--- src/rtl/dip_pkg.sv ---
package dip_pkg;

    typedef enum logic [1:0] {
        ISS_IDLE   = 2'd0,
        ISS_HOLD   = 2'd1,
        ISS_SINGLE = 2'd2,
        ISS_DUAL   = 2'd3
    } iss_state_e;

endpackage

--- src/rtl/dip_busy_probe.sv ---
module dip_busy_probe #(
    parameter int IDX_W = 5,
    localparam int NREG = 1 << IDX_W
) (
    input  logic [IDX_W-1:0] src0,
    input  logic             src0_en,
    input  logic [IDX_W-1:0] src1,
    input  logic             src1_en,
    input  logic [NREG-1:0]  busy,
    output logic             hit
);

    logic hit0;
    logic hit1;

    always_comb begin
        hit0 = src0_en && busy[src0];
        hit1 = src1_en && busy[src1];
        hit  = hit0 || hit1;
    end

endmodule

--- src/rtl/dip_pair_hazard.sv ---
module dip_pair_hazard #(
    parameter int IDX_W = 5
) (
    input  logic [IDX_W-1:0] old_dst,
    input  logic             old_dst_en,
    input  logic [IDX_W-1:0] yng_src0,
    input  logic             yng_src0_en,
    input  logic [IDX_W-1:0] yng_src1,
    input  logic             yng_src1_en,
    input  logic [IDX_W-1:0] yng_dst,
    input  logic             yng_dst_en,
    output logic             raw,
    output logic             waw
);

    logic raw0;
    logic raw1;

    always_comb begin
        raw0 = old_dst_en && yng_src0_en && (yng_src0 == old_dst);
        raw1 = old_dst_en && yng_src1_en && (yng_src1 == old_dst);
        raw  = raw0 || raw1;
        // no renaming, so a shared destination must serialise
        waw  = old_dst_en && yng_dst_en && (yng_dst == old_dst);
    end

endmodule

--- src/rtl/dual_issue_pairer.sv ---
module dual_issue_pairer
    import dip_pkg::*;
#(
    parameter int IDX_W = 5,
    localparam int NREG = 1 << IDX_W,
    localparam int NSLOT = 2
) (
    input  logic             clk,
    input  logic             rst_n,
    input  logic             a_vld,
    input  logic [IDX_W-1:0] a_src0,
    input  logic             a_src0_en,
    input  logic [IDX_W-1:0] a_src1,
    input  logic             a_src1_en,
    input  logic [IDX_W-1:0] a_dst,
    input  logic             a_dst_en,
    input  logic             b_vld,
    input  logic [IDX_W-1:0] b_src0,
    input  logic             b_src0_en,
    input  logic [IDX_W-1:0] b_src1,
    input  logic             b_src1_en,
    input  logic [IDX_W-1:0] b_dst,
    input  logic             b_dst_en,
    input  logic [NREG-1:0]  reg_busy,
    output logic             issue_p1,
    output logic             issue_p2,
    output logic [1:0]       consume_cnt
);

    // slot 0 is the older instruction, slot 1 the younger
    logic [IDX_W-1:0] s_src0    [NSLOT];
    logic             s_src0_en [NSLOT];
    logic [IDX_W-1:0] s_src1    [NSLOT];
    logic             s_src1_en [NSLOT];
    logic [NSLOT-1:0] s_busy_hit;

    always_comb begin
        s_src0[0]    = a_src0;
        s_src0_en[0] = a_src0_en;
        s_src1[0]    = a_src1;
        s_src1_en[0] = a_src1_en;
        s_src0[1]    = b_src0;
        s_src0_en[1] = b_src0_en;
        s_src1[1]    = b_src1;
        s_src1_en[1] = b_src1_en;
    end

    for (genvar g = 0; g < NSLOT; g++) begin : g_probe
        dip_busy_probe #(.IDX_W(IDX_W)) u_probe (
            .src0    (s_src0[g]),
            .src0_en (s_src0_en[g]),
            .src1    (s_src1[g]),
            .src1_en (s_src1_en[g]),
            .busy    (reg_busy),
            .hit     (s_busy_hit[g])
        );
    end

    logic pair_raw;
    logic pair_waw;

    dip_pair_hazard #(.IDX_W(IDX_W)) u_hazard (
        .old_dst     (a_dst),
        .old_dst_en  (a_dst_en),
        .yng_src0    (b_src0),
        .yng_src0_en (b_src0_en),
        .yng_src1    (b_src1),
        .yng_src1_en (b_src1_en),
        .yng_dst     (b_dst),
        .yng_dst_en  (b_dst_en),
        .raw         (pair_raw),
        .waw         (pair_waw)
    );

    iss_state_e state_q;
    iss_state_e state_d;
    logic       yng_blocked;

    always_comb begin
        yng_blocked = !b_vld || pair_raw || pair_waw || s_busy_hit[1];
        if (!a_vld) begin
            state_d = ISS_IDLE;
        end else if (s_busy_hit[0]) begin
            state_d = ISS_HOLD;
        end else if (yng_blocked) begin
            state_d = ISS_SINGLE;
        end else begin
            state_d = ISS_DUAL;
        end
    end

    always_ff @(posedge clk) begin
        if (!rst_n) begin
            state_q <= ISS_IDLE;
        end else begin
            state_q <= state_d;
        end
    end

    always_comb begin
        unique case (state_q)
            ISS_IDLE: begin
                issue_p1    = 1'b0;
                issue_p2    = 1'b0;
                consume_cnt = 2'd0;
            end
            ISS_HOLD: begin
                issue_p1    = 1'b0;
                issue_p2    = 1'b0;
                consume_cnt = 2'd0;
            end
            ISS_SINGLE: begin
                issue_p1    = 1'b1;
                issue_p2    = 1'b0;
                consume_cnt = 2'd1;
            end
            ISS_DUAL: begin
                issue_p1    = 1'b1;
                issue_p2    = 1'b1;
                consume_cnt = 2'd2;
            end
            default: begin
                issue_p1    = 1'b0;
                issue_p2    = 1'b0;
                consume_cnt = 2'd0;
            end
        endcase
    end

    // outputs are quiet in the cycle after a reset cycle
    assert_reset_quiet_R1: assert property (@(posedge clk)
        !rst_n |=> (!issue_p1 && !issue_p2 && consume_cnt == 2'd0));

    assert_in_order_R2: assert property (@(posedge clk) disable iff (!rst_n)
        issue_p2 |-> issue_p1);

    assert_count_match_R3: assert property (@(posedge clk) disable iff (!rst_n)
        consume_cnt == 2'($countones({issue_p1, issue_p2})));

    assert_empty_idle_R4: assert property (@(posedge clk) disable iff (!rst_n)
        !a_vld |=> !issue_p1);

    assert_busy_stall_R5: assert property (@(posedge clk) disable iff (!rst_n)
        (a_vld && s_busy_hit[0]) |=> !issue_p1);

    assert_young_empty_R6: assert property (@(posedge clk) disable iff (!rst_n)
        !b_vld |=> !issue_p2);

    assert_raw_single_R7: assert property (@(posedge clk) disable iff (!rst_n)
        pair_raw |=> !issue_p2);

    assert_waw_single_R8: assert property (@(posedge clk) disable iff (!rst_n)
        pair_waw |=> !issue_p2);

    assert_young_busy_R10: assert property (@(posedge clk) disable iff (!rst_n)
        s_busy_hit[1] |=> !issue_p2);

endmodule

--- config.mk ---
export PLATFORM = sky130hd
export DESIGN_NAME = dual_issue_pairer
export DESIGN_NICKNAME = d
export VERILOG_FILES = /design/src/rtl/dip_pkg.sv /design/src/rtl/dip_busy_probe.sv /design/src/rtl/dip_pair_hazard.sv /design/src/rtl/dual_issue_pairer.sv
export SDC_FILE = /design/constraint.sdc
export NUM_CORES = 1
export LEC_CHECK = 0
export BUFFER_PORTS_ARGS = -buffer_cell sky130_fd_sc_hd__buf_2
export CAP_MARGIN = 10
export CORE_MARGIN = 2
export CORE_UTILIZATION = 45
export CTS_CLUSTER_SIZE = 25
export DETAILED_ROUTE_END_ITERATION = 10
export PLACE_DENSITY = 0.9
export SYNTH_ARGS = -nofsm -noshare
export SYNTH_HDL_FRONTEND = slang
export SYNTH_SLANG_ARGS = --single-unit
--- constraint.sdc ---
create_clock -name clk -period 2.3 [get_ports clk]
set_input_delay 0.345 -clock clk [delete_from_list [all_inputs] [get_ports clk]]
set_output_delay 0.345 -clock clk [all_outputs]
set_load 0.01 [all_outputs]
# Word-level counts from Yosys, hierarchy flattened

Cells that the tools add are included.

Register bits after elaboration: 2
Input bits: 72
Output and inout bits: 4
Logic and storage cells: 50

Order comparisons: 4
Eq/ne operators: 6
Muxes and demuxes: 13
Bitwise operators: 2
Reduce and logical (&&, ||, !) cells: 23

Operators by type and width:

| cell                                                       | number |
|---|---|
| less-than comparator 5 x 6 -> 1 bit, second input constant | 4 |
| binary-select mux 1 bit (select 5 bit)                     | 4 |
| equality test 5 bit                                        | 3 |
| logical AND 1 bit                                          | 10 |
| logical OR 1 bit                                           | 6 |
| two-way mux 1 bit                                          | 6 |
| case mux 2 bit (3 select lines)                            | 1 |
| OR reduction 3 bit                                         | 2 |
| equality test 2 bit, second input constant                 | 2 |
| case mux 1 bit (2 select lines)                            | 2 |
| OR reduction 2 bit                                         | 2 |
| equality test 2 x 1 -> 1 bit, second input constant        | 1 |
| zero test 2 bit                                            | 1 |
| NOT 1 bit                                                  | 2 |
| AND reduction 2 bit                                        | 1 |
| zero test 1 bit                                            | 1 |

# Logic depth before layout (Yosys ltp)

Gate-level depths: netlist (run 1).

Depth after elaboration: 8
Gate-level depth with buffers: 6
Depth with buffers taken out: 5

# Modules after synthesis

From an unflattened synthesis (run 1), not the netlist that was laid out.

Cells, all modules: 120
Area total of the unflattened synthesis: 1451.4 sq um

Modules (own cells, without submodules):

| module            | times used | cells each | area an instance (sq um) | sequential area each (sq um) |
|---|---|---|---|---|
| dip_busy_probe    | 2          | 43         | 593.1                    | 0.0 |
| dip_pair_hazard   | 1          | 23         | 175.2                    | 0.0 |
| dual_issue_pairer | 1          | 11         | 90.1                     | 40.0 |

# Least setup slack after synthesis (run 1)

No wires, ideal clock.

Path kind: input to register
Start point: input a_src1[0]
End point: register state_q[0]
Library setup time: 0.129 ns
Arrival time: 1.876 ns
Required time: 2.171 ns
Path slack: 0.295 ns
Stages: 6
Buffers on the path: 1
Cell sequence: buf_2 mux4_2 mux2_2 or3_1 a32oi_1 o32ai_1

Cells in the longest elaborated chain, start to end: 5

Ends and longest elaborated chain:

| item                                    | RTL line                | RTL |
|---|---|---|
| start, declared                         | dual_issue_pairer.sv:13 | `input logic [IDX_W-1:0] a_src1,` |
| binary-select mux 1 bit (select 5 bit)  | dip_busy_probe.sv:18    | `hit1 = src1_en && busy[src1];` |
| two-way mux 1 bit (not written as such) | dip_busy_probe.sv:18    |  |
| logical AND 1 bit                       | dip_busy_probe.sv:18    |  |
| logical OR 1 bit                        | dip_busy_probe.sv:19    | `hit = hit0 \|\| hit1;` |
| two-way mux 1 bit                       | dual_issue_pairer.sv:83 | `end else if (s_busy_hit[0]) begin` |
| end signal, assigned                    | dual_issue_pairer.sv:96 | `state_q <= state_d;` |
| end, declared                           | dual_issue_pairer.sv:75 | `iss_state_e state_q;` |

No other way between the ends. The select of a mux whose other input is x is not followed.
A chain may end at the register's enable or synchronous reset.

# Final worst setup path (run 1)

Ends and elaborated chain as after synthesis.

==> implementation parameters, run 1 <==
Parameter                              Value

STA
  Fmax ... 0.509 GHz
  Slew margin rel. ... 80.7%
  Post-route clock period utilization ... 85.4%
  Slack of the critical path ... 335 ps
  Final max-slew violation count ... 0
  Slew at the pin closest to its max-slew limit ... 287 ps
  Count of endpoints failing setup in the final report ... 0
  Setup_tns ... 0 ps
  Minimum clock period after layout ... 1970 ps
  Unrepaired setup endpoints after global routing ... no
  Final-report hold violation count ... 0

Setup path
  Critical path fanouts, max ... 8
  Kind of end point of the critical path ... flip-flop
  Crit Path Class ... input pin to flip-flop
  Last element of the critical path ... state_q[0]
  Worst setup startpoint ... a_src1[0]
  Type of element launching the critical path ... input pin
  Critical Path AT ... 2070 ps
  Required @ worst endpoint ... 2410 ps

Final layout
  Largest registers ... state_q: 2 flops
  Nets ... 259
  Largest reg by FF count ... state_q
  Number of filler instances in the final layout ... 260
  Flip-flop count of the largest register after layout ... 2
  Layout overhead on the synthesized area ... 27.0%
  Share of post-route cells with drive strength above 1 ... 58.9%
  Total inserted antenna cells ... 0

Routing
  DRC violation total after the first TritonRoute iteration ... 90
  Average wire per cell in the routed design ... 19.8 um
  DR vias ... 1460
  Remaining DRCs ... 0
  Post-route ant nets ... 0
  Final wirelength ... 4310 um
  Vias/cell ... 6.70
  Router iterations before antenna repair ... 4

Clocking
  Max Buffers Root-to-Sink ... 2
  Register clock-pin slew on the reported worst setup and hold paths ... 30 ps
  Post-cts gate resize count ... 0
  Clock tree from TritonCTS ... built
  Clock root buffer ... sky130_fd_sc_hd__clkbuf_4
  Number of sinks handled by clock tree synthesis ... 2
  CTS buffer count ... 3
  Quantity of hold-fixing buffers added after cts ... 0
  Maximum level of the CTS H-tree ... 1
  Postcts setup bufs ... 0

Floorplanning
  Total number of placement rows ... 20
  Core region area ... 2980 um2
  Die Height ... 59.4 um
  Num ports ... 76
  Horizontal extent of the die ... 59.4 um
  Initial cell density of the core ... 46.3%
  Area enclosed by the die boundary ... 3530 um2

Synth
  #FFs+latches synth ... 2
  Register area share after synthesis ... 2.90%
  Yosys synthesis warning count ... 0
  Top post-synthesis cells by area ... sky130_fd_sc_hd__mux4_2 (41%), sky130_fd_sc_hd__mux4_1 (11%), sky130_fd_sc_hd__xor2_1 (7.6%), sky130_fd_sc_hd__mux2i_1 (7.3%), sky130_fd_sc_hd__mux2_2 (4.1%)
  Combined area of all synthesized cells ... 1380 um2
  Top post-synthesis cells by count ... sky130_fd_sc_hd__mux4_2 (25), sky130_fd_sc_hd__xor2_1 (12), sky130_fd_sc_hd__mux2i_1 (10)
  Mean post-synth cell area ... 11.6 um2
  Post-synth top flop ... sky130_fd_sc_hd__dfxtp_1
  Largest area contributor in the netlist ... sky130_fd_sc_hd__mux4_2
  Top cell type's share of synthesized area ... 40.8%
  Most frequent cell after synthesis ... sky130_fd_sc_hd__mux4_2
  Cells after Synth ... 119
  Syn_nets ... 191
  Count of flip-flops with a built-in enable after synthesis ... 0
  Count of different cell masters after synthesis ... 34
  Fraction of synthesis flops using an asynchronous set or reset pin ... 0%

Pwr
  Peak supply drop ... 92.0 uV
  Leakage component of the power ... 0.785 nW
  Total power divided by cell area ... 256 nW/um2

Place
  Pre-CTS setup slack ... 70.5 ps
  Hpwl dp ... 3530 um
  Number of port buffers ... 75
  Global placer's final weighted congestion ... 0.933

Global route
  Pin count of the biggest net entering global routing ... 10
  Met2 usage ... 44.9%
  Global-route wire length before repair ... 6810 um
  GR Util All Layers ... 25.9%
  Number of antenna violations at the first check in global routing ... 0
  GR met1 Demand/Resource ... 34.1%
  GR Util met3 ... 1.53%
  Global route overflow ... 0
  Global-route layer with the greatest usage ... met2
  Number of global-route vias before repair ... 1457

Job
  Max-capacitance violation count ... 0

Status
  Outcome ... complete, no violations

Min path
  Worst min path class ... input pin to flip-flop
worst max-delay path: stages:
cell and delay, ps:
sky130_fd_sc_hd__buf_2 220, sky130_fd_sc_hd__mux4_2 540, sky130_fd_sc_hd__mux2_2 270, sky130_fd_sc_hd__or3_1 300, sky130_fd_sc_hd__a32oi_1 270, sky130_fd_sc_hd__o32ai_1 130
placed cells by master (no fill, tap or decap):
master / netlist / final
sky130_fd_sc_hd__a211o_1: 1 / 1
sky130_fd_sc_hd__a211oi_1: 3 / 3
sky130_fd_sc_hd__a221oi_1: 1 / 1
sky130_fd_sc_hd__a31o_2: 1 / 1
sky130_fd_sc_hd__a31oi_1: 1 / 1
sky130_fd_sc_hd__a32oi_1: 1 / 1
sky130_fd_sc_hd__a41oi_1: 1 / 1
sky130_fd_sc_hd__and2_1: 1 / 1
sky130_fd_sc_hd__and3_1: 1 / 1
sky130_fd_sc_hd__buf_2: 5 / 75
sky130_fd_sc_hd__clkbuf_4: 0 / 3
sky130_fd_sc_hd__dfxtp_1: 2 / 2
sky130_fd_sc_hd__inv_1: 6 / 6
sky130_fd_sc_hd__mux2_2: 5 / 5
sky130_fd_sc_hd__mux2i_1: 10 / 10
sky130_fd_sc_hd__mux4_1: 6 / 6
sky130_fd_sc_hd__mux4_2: 25 / 25
sky130_fd_sc_hd__nand2_1: 4 / 4
sky130_fd_sc_hd__nand2b_1: 1 / 1
sky130_fd_sc_hd__nand3_1: 1 / 1
sky130_fd_sc_hd__nand4_1: 2 / 2
sky130_fd_sc_hd__nor2_1: 3 / 3
sky130_fd_sc_hd__nor2b_1: 4 / 4
sky130_fd_sc_hd__nor4_1: 3 / 3
sky130_fd_sc_hd__o2111ai_1: 1 / 1
sky130_fd_sc_hd__o21ai_0: 2 / 2
sky130_fd_sc_hd__o221ai_1: 2 / 2
sky130_fd_sc_hd__o22ai_1: 2 / 2
sky130_fd_sc_hd__o32ai_1: 1 / 1
sky130_fd_sc_hd__or3_1: 1 / 1
sky130_fd_sc_hd__xnor2_1: 3 / 3
sky130_fd_sc_hd__xor2_1: 12 / 12
power by group:
group,internal (mW),switching (mW)
registers,0.0378,0.00114
clock network,0.0583,0.0289
logic,0.180,0.142
total,0.276,0.173
layer usage:
layer  up-vias  wire [um]
li1        646          -
met1       713       1690
met2        94       2210
met3         7        366
met4         0         51
met5         -          0
cells by family (layout without fill, tap and decap cells):
| kind of cell | Yosys count | count (layout) | synth area share (%) |
|---|---|---|---|
| XOR/XNOR | 15 | 15 | 9.52 |
| AND/OR/NAND/NOR | 21 | 21 | 8.16 |
| flip-flops | 2 | 2 | 2.90 |
| AO/OA/AOI/OAI | 17 | 17 | 9.43 |
| multiplexers | 46 | 46 | 63.6 |
| buffers and inverters | 18 | 84 | 6.44 |
per-stage QoR:
| stage | total power [mW] | instance area [um2] | hold slack [ps] | std cells | util, % |
|---|---|---|---|---|---|
| floorplan | 0.240 | 1380 | 488 | 119 | - |
| global placement | 0.350 | 1730 | 621 | 215 | 58.1 |
| detailed placement | 0.360 | 1730 | 637 | 215 | 58.1 |
| CTS | 0.446 | 1750 | 395 | 218 | 58.9 |
| global route | 0.473 | 1750 | 411 | 218 | 58.9 |
| finish | 0.449 | 1750 | 395 | 218 | 58.9 |
how the worst min path moves through the flow:
stage / from / endpoint / cells after the start
finish: a_vld / state_q[1] / 3
global route: a_vld / state_q[1] / 3
CTS: a_vld / state_q[1] / 3
detailed placement: a_vld / state_q[1] / 3
global placement: a_vld / state_q[1] / 3
floorplan: a_vld / state_q[1] / 2
cell type report:
cell class / count / area (um2) / share of cell area [%]
multi-input cells: 99 / 1250 / 71.4
flip-flops and latches: 2 / 40.0 / 2.28
repair buffers: 75 / 375 / 21.4
inverters: 6 / 22.5 / 1.28
well taps: 33 / 41.3 / 2.36
clock buffers: 3 / 22.5 / 1.28
(Power assumes the default switching activity.)
==> run 2: changes to the inputs <==
- RECOVER_POWER: not set -> 50
==> run 2 against run 1 <==
Net effect:
- cell count unchanged
- global-route usage stayed put
- sequential cell count stayed put
- utilization is 0.13 points lower
- via count is essentially flat
- wire length is 0.30% higher
- clock power is essentially flat
- count of clock-buffer cells in the layout stayed put
- fmax about the same
- critical path depth unchanged
- sequential power hardly changed
- critical path type unchanged
- largest cell class unchanged
==> implementation parameters, run 2 (synthesized netlist as in run 1, its figures left out) <==
Parameter                              Value

Pwr
  Leakage component of the power ... 0.773 nW (-1.6%)
  Peak supply drop ... 92.4 uV (+0.43%)
  Total power divided by cell area ... 256 nW/um2 (+0.18%)

STA
  Fmax ... 0.509 GHz (about the same)
  Final max-slew violation count ... 0 (unchanged)
  Slew margin rel. ... 80.7% (about the same)
  Final-report hold violation count ... 0 (unchanged)
  Post-route clock period utilization ... 85.4% (about the same)
  Count of endpoints failing setup in the final report ... 0 (unchanged)
  Setup_tns ... 0 ps (unchanged)
  Unrepaired setup endpoints after global routing ... no
  Slew at the pin closest to its max-slew limit ... 287 ps (-0.105 ps)
  Minimum clock period after layout ... 1960 ps (-0.177 ps)

Global route
  GR Util All Layers ... 25.9% (unchanged)
  Number of antenna violations at the first check in global routing ... 0 (unchanged)
  Number of global-route vias before repair ... 1457 (unchanged)
  Global route overflow ... 0 (unchanged)
  Global-route wire length before repair ... 6810 um (unchanged)
  Pin count of the biggest net entering global routing ... 10 (unchanged)

Place
  Instance area at placement ... 1730 um2 (unchanged)
  Global placer's final weighted congestion ... 0.933 (unchanged)
  Hpwl dp ... 3530 um (unchanged)
  Number of port buffers ... 75 (unchanged)

Final layout
  Final non-filler cell area ... 1750 um2 (-0.21%)
  Nets ... 259 (unchanged)
  Largest registers ... state_q: 2 flops
  Layout overhead on the synthesized area ... 26.7%
  Most common cell after layout, fill and taps aside ... sky130_fd_sc_hd__buf_2
  Share of post-route cells with drive strength above 1 ... 57.3% (-1.6 points)
  Largest reg by FF count ... state_q
  Number of filler instances in the final layout ... 263 (+1.2%)
  Total inserted antenna cells ... 0 (unchanged)
  Flip-flop count of the largest register after layout ... 2 (unchanged)
  Commonest non-fill, non-tap cells in the layout ... sky130_fd_sc_hd__buf_2 (72), sky130_fd_sc_hd__mux4_2 (25), sky130_fd_sc_hd__xor2_1 (12)

Clocking
  Clock root buffer ... sky130_fd_sc_hd__clkbuf_4
  Postcts setup bufs ... 0 (unchanged)
  Maximum level of the CTS H-tree ... 1 (unchanged)
  Register clock-pin slew on the reported worst setup and hold paths ... 30 ps (about the same)
  CTS buffer count ... 3 (unchanged)
  Number of sinks handled by clock tree synthesis ... 2 (unchanged)
  Max Buffers Root-to-Sink ... 2 (unchanged)
  Quantity of hold-fixing buffers added after cts ... 0 (unchanged)
  Post-cts gate resize count ... 0 (unchanged)
  Clock tree from TritonCTS ... built

Floorplanning
  Die Height ... 59.4 um (unchanged)
  Initial cell density of the core ... 46.3% (unchanged)
  Num ports ... 76 (unchanged)
  Horizontal extent of the die ... 59.4 um (unchanged)
  Core region area ... 2980 um2 (unchanged)
  Total number of placement rows ... 20 (unchanged)
  Area enclosed by the die boundary ... 3530 um2 (unchanged)

Job
  Max-capacitance violation count ... 0 (unchanged)

Routing
  DR vias ... 1461 (+0.068%)
  Final wirelength ... 4330 um (+0.30%)
  Router iterations before antenna repair ... 4 (unchanged)
  Remaining DRCs ... 0 (unchanged)
  Post-route ant nets ... 0 (unchanged)
  DRC violation total after the first TritonRoute iteration ... 90 (unchanged)
  Average wire per cell in the routed design ... 19.8 um (+0.30%)
  Vias/cell ... 6.70 (about the same)

Min path
  Worst min path class ... input pin to flip-flop
  Hold Crit Endpoint ... state_q[1]
  Hold Path Depth ... 3 (unchanged)
  Startpoint of the worst hold path ... a_vld

Setup path
  Kind of end point of the critical path ... flip-flop
  Crit Path Class ... input pin to flip-flop
  Critical path fanouts, max ... 8 (unchanged)
  Critical Path AT ... 2070 ps (about the same)
  Type of element launching the critical path ... input pin
  Required @ worst endpoint ... 2410 ps (about the same)

Status
  Outcome ... complete, no violations
## run 2: how the worst max path moves through the flow
stage	from	to	slack, ps	cells after the start
2_1_floorplan	a_src1[0]	state_q[0]	300	6
3_3_place_gp	a_src1[0]	state_q[0]	170	6
3_5_place_dp	a_src1[0]	state_q[0]	70	6
4_1_cts	a_src1[0]	state_q[0]	320	6
5_1_grt	a_src1[0]	state_q[0]	240	6
6_report	a_src1[0]	state_q[0]	340	6
## run 2: power by group
group,switching [mW],internal [mW]
clock network,0.0289,0.0583
logic,0.143,0.179
registers,0.00118,0.0378
total,0.173,0.276
## run 2: layer usage
| metal | wire, um | up-vias | GRT usage (%) |
|---|---|---|---|
| li1 | - | 646 | - |
| met1 | 1690 | 710 | 34.1 |
| met2 | 2210 | 98 | 44.9 |
| met3 | 373 | 7 | 1.53 |
| met4 | 51 | 0 | 9.42 |
| met5 | 0 | - | 0 |
## run 2: area by class of cell
class                   instances  area (um2)  share of cell area, %
inverters                       6        22.5                   1.29
well taps                      33        41.3                   2.36
clock buffers                   3        22.5                   1.29
flip-flops and latches          2        40.0                   2.29
repair buffers                 75         372                   21.2
multi-input cells              99        1250                   71.5
## run 2: through the flow
stage / hold WS [ps] / util, % / instances / power [mW] / worst slack (ps)
5_1_grt: 411 / 58.7 / 218 / 0.472 / 238
4_1_cts: 395 / 58.9 / 218 / 0.446 / 317
6_report: 395 / 58.7 / 218 / 0.448 / 335
3_5_place_dp: 637 / 58.1 / 215 / 0.360 / 70.5
2_1_floorplan: 488 / - / 119 / 0.240 / 295
3_3_place_gp: 621 / 58.1 / 215 / 0.350 / 166
## run 2: critical path: stages
cell and delay (ps):
sky130_fd_sc_hd__buf_2 220, sky130_fd_sc_hd__mux4_2 540, sky130_fd_sc_hd__mux2_2 270, sky130_fd_sc_hd__or3_1 300, sky130_fd_sc_hd__a32oi_1 270, sky130_fd_sc_hd__o32ai_1 130
==> run 3: changes to the inputs <==
- REMOVE_ABC_BUFFERS: not set -> 1
==> run 3 against run 2 <==
Net effect:
- power down 1.3%
- worst hold slack better by 2.1 ps
- global-route usage down 1.2 points
- worst setup slack better by 92 ps
- cell count up 1.8%
- count of clock-buffer cells in the layout unchanged
- utilization up 1.1 points
- clock power down 12%
==> implementation parameters, run 3 (synthesized netlist as in run 1, its figures left out) <==
Parameter                              Value

Status
  Outcome ... complete, no violations

Job
  Max-capacitance violation count ... 0 (unchanged)

Pwr
  Design Power ... 0.443 mW (-1.3%)
  Leakage component of the power ... 0.795 nW (+3.0%)
  Total power divided by cell area ... 249 nW/um2 (-3.1%)
  Peak supply drop ... 100 uV (+8.3%)

Clocking
  CTS buffer count ... 3 (unchanged)
  Maximum level of the CTS H-tree ... 1 (unchanged)
  Post-cts gate resize count ... 0 (unchanged)
  Number of sinks handled by clock tree synthesis ... 2 (unchanged)
  Clock root buffer ... sky130_fd_sc_hd__clkbuf_4
  Clock tree from TritonCTS ... built
  Max Buffers Root-to-Sink ... 2 (unchanged)
  Postcts setup bufs ... 0 (unchanged)
  Quantity of hold-fixing buffers added after cts ... 0 (unchanged)
  Register clock-pin slew on the reported worst setup and hold paths ... 30 ps (about the same)

Global route
  Global-route layer with the greatest usage ... met2
  Global-route wire length before repair ... 6570 um (-3.6%)
  Number of antenna violations at the first check in global routing ... 0 (unchanged)
  GR Util met3 ... 2.18% (+0.66 points)
  Pin count of the biggest net entering global routing ... 10 (unchanged)
  GR met1 Demand/Resource ... 31.4% (-2.7 points)
  Met2 usage ... 44.1% (-0.78 points)
  Number of global-route vias before repair ... 1456 (-0.069%)
  GR Util All Layers ... 24.7% (-1.2 points)
  Global route overflow ... 0 (unchanged)

STA
  Setup_tns ... 0 ps (unchanged)
  Final-report hold violation count ... 0 (unchanged)
  Slew at the pin closest to its max-slew limit ... 297 ps (+10.1 ps)
  Slew margin rel. ... 80.0% (-0.68 points)
  Count of endpoints failing setup in the final report ... 0 (unchanged)
  Unrepaired setup endpoints after global routing ... no
  Minimum clock period after layout ... 1870 ps (-92.2 ps)
  Post-route clock period utilization ... 81.4% (-4.0 points)
  Final max-slew violation count ... 0 (unchanged)
  Fmax ... 0.534 GHz (+4.9%)

Setup path
  Crit Path Class ... input pin to flip-flop
  Required @ worst endpoint ... 2390 ps (-20 ps)
  Critical path fanouts, max ... 3 (-5)
  Type of element launching the critical path ... input pin
  Kind of end point of the critical path ... flip-flop
  Critical Path AT ... 1960 ps (-110 ps)

Floorplanning
  Area enclosed by the die boundary ... 3530 um2 (unchanged)
  Horizontal extent of the die ... 59.4 um (unchanged)
  Total number of placement rows ... 20 (unchanged)
  Initial cell density of the core ... 46.3% (unchanged)
  Num ports ... 76 (unchanged)
  Die Height ... 59.4 um (unchanged)
  Core region area ... 2980 um2 (unchanged)

Final layout
  Final core utilization ... 59.8% (+1.1 points)
  Number of filler instances in the final layout ... 255 (-3.0%)
  Area used by multi-input combinational logic ... 1250 um2 (unchanged)
  Commonest non-fill, non-tap cells in the layout ... sky130_fd_sc_hd__buf_2 (73), sky130_fd_sc_hd__mux4_2 (25), sky130_fd_sc_hd__xor2_1 (12)
  Register area ... 40.0 um2 (unchanged)
  Share of post-route cells with drive strength above 1 ... 58.7% (+1.4 points)
  Total inserted antenna cells ... 0 (unchanged)
  Most common cell after layout, fill and taps aside ... sky130_fd_sc_hd__buf_2
  Largest registers ... state_q: 2 flops
  Largest reg by FF count ... state_q
  Final standard cell count with taps included and fillers excluded ... 222 (+1.8%)
  Nets ... 263 (+1.5%)
  Flip-flop count of the largest register after layout ... 2 (unchanged)
  Layout overhead on the synthesized area ... 29.0%

Routing
  Vias/cell ... 6.57 (-1.9%)
  DRC violation total after the first TritonRoute iteration ... 78 (-13%)
  DR vias ... 1459 (-0.14%)
  Final wirelength ... 4150 um (-4.2%)
  Post-route ant nets ... 0 (unchanged)
  Remaining DRCs ... 0 (unchanged)
  Average wire per cell in the routed design ... 18.7 um (-5.9%)
  Router iterations before antenna repair ... 4 (unchanged)

Min path
  Worst min path class ... input pin to flip-flop
  Hold Path Depth ... 3 (unchanged)

Place
  Global placer's final weighted congestion ... 0.883 (-5.4%)
  Hpwl dp ... 3530 um (-0.15%)
  Cell count after placement ... 219 (+1.9%)
  Number of port buffers ... 75 (unchanged)
==> run 3: path summary, 6_finish.rpt <==
kind | from | end
min | a_vld | state_q[1]
max | a_src1[0] | state_q[0]
==> run 3: final cells by class <==
type | instances | share of cell area (%)
multi-input combinational | 99 | 70.3
timing repair buffer | 79 | 22.6
tap | 33 | 2.32
sequential | 2 | 2.25
clock buffer | 3 | 1.26
inverter | 6 | 1.26
==> run 3: power by group <==
group / switching, mW / leakage [nW] / internal [mW]
registers: 0.00138 / 0.0165 / 0.0379
clock network: 0.0195 / 0.0138 / 0.0575
logic: 0.142 / 0.765 / 0.184
==> run 3: metal layers <==
layer / wire [um] / vias up
li1: - / 648
met1: 1620 / 718
met2: 2150 / 89
met3: 339 / 4
met4: 41 / 0
met5: 0 / -
==> run 3: through the flow <==
stage | hold WS [ps] | worst slack (ps) | area [um2]
floorplan | 488 | 499 | 1310
global placement | 639 | 215 | 1760
detailed placement | 629 | 196 | 1760
CTS | 391 | 430 | 1780
global route | 397 | 311 | 1780
finish | 397 | 427 | 1780
==> run 3: worst max-delay path: stages <==
cell and delay (ps):
sky130_fd_sc_hd__buf_2 120, sky130_fd_sc_hd__mux4_2 500, sky130_fd_sc_hd__mux2_2 280, sky130_fd_sc_hd__or3_1 300, sky130_fd_sc_hd__a32oi_1 280, sky130_fd_sc_hd__o32ai_1 140
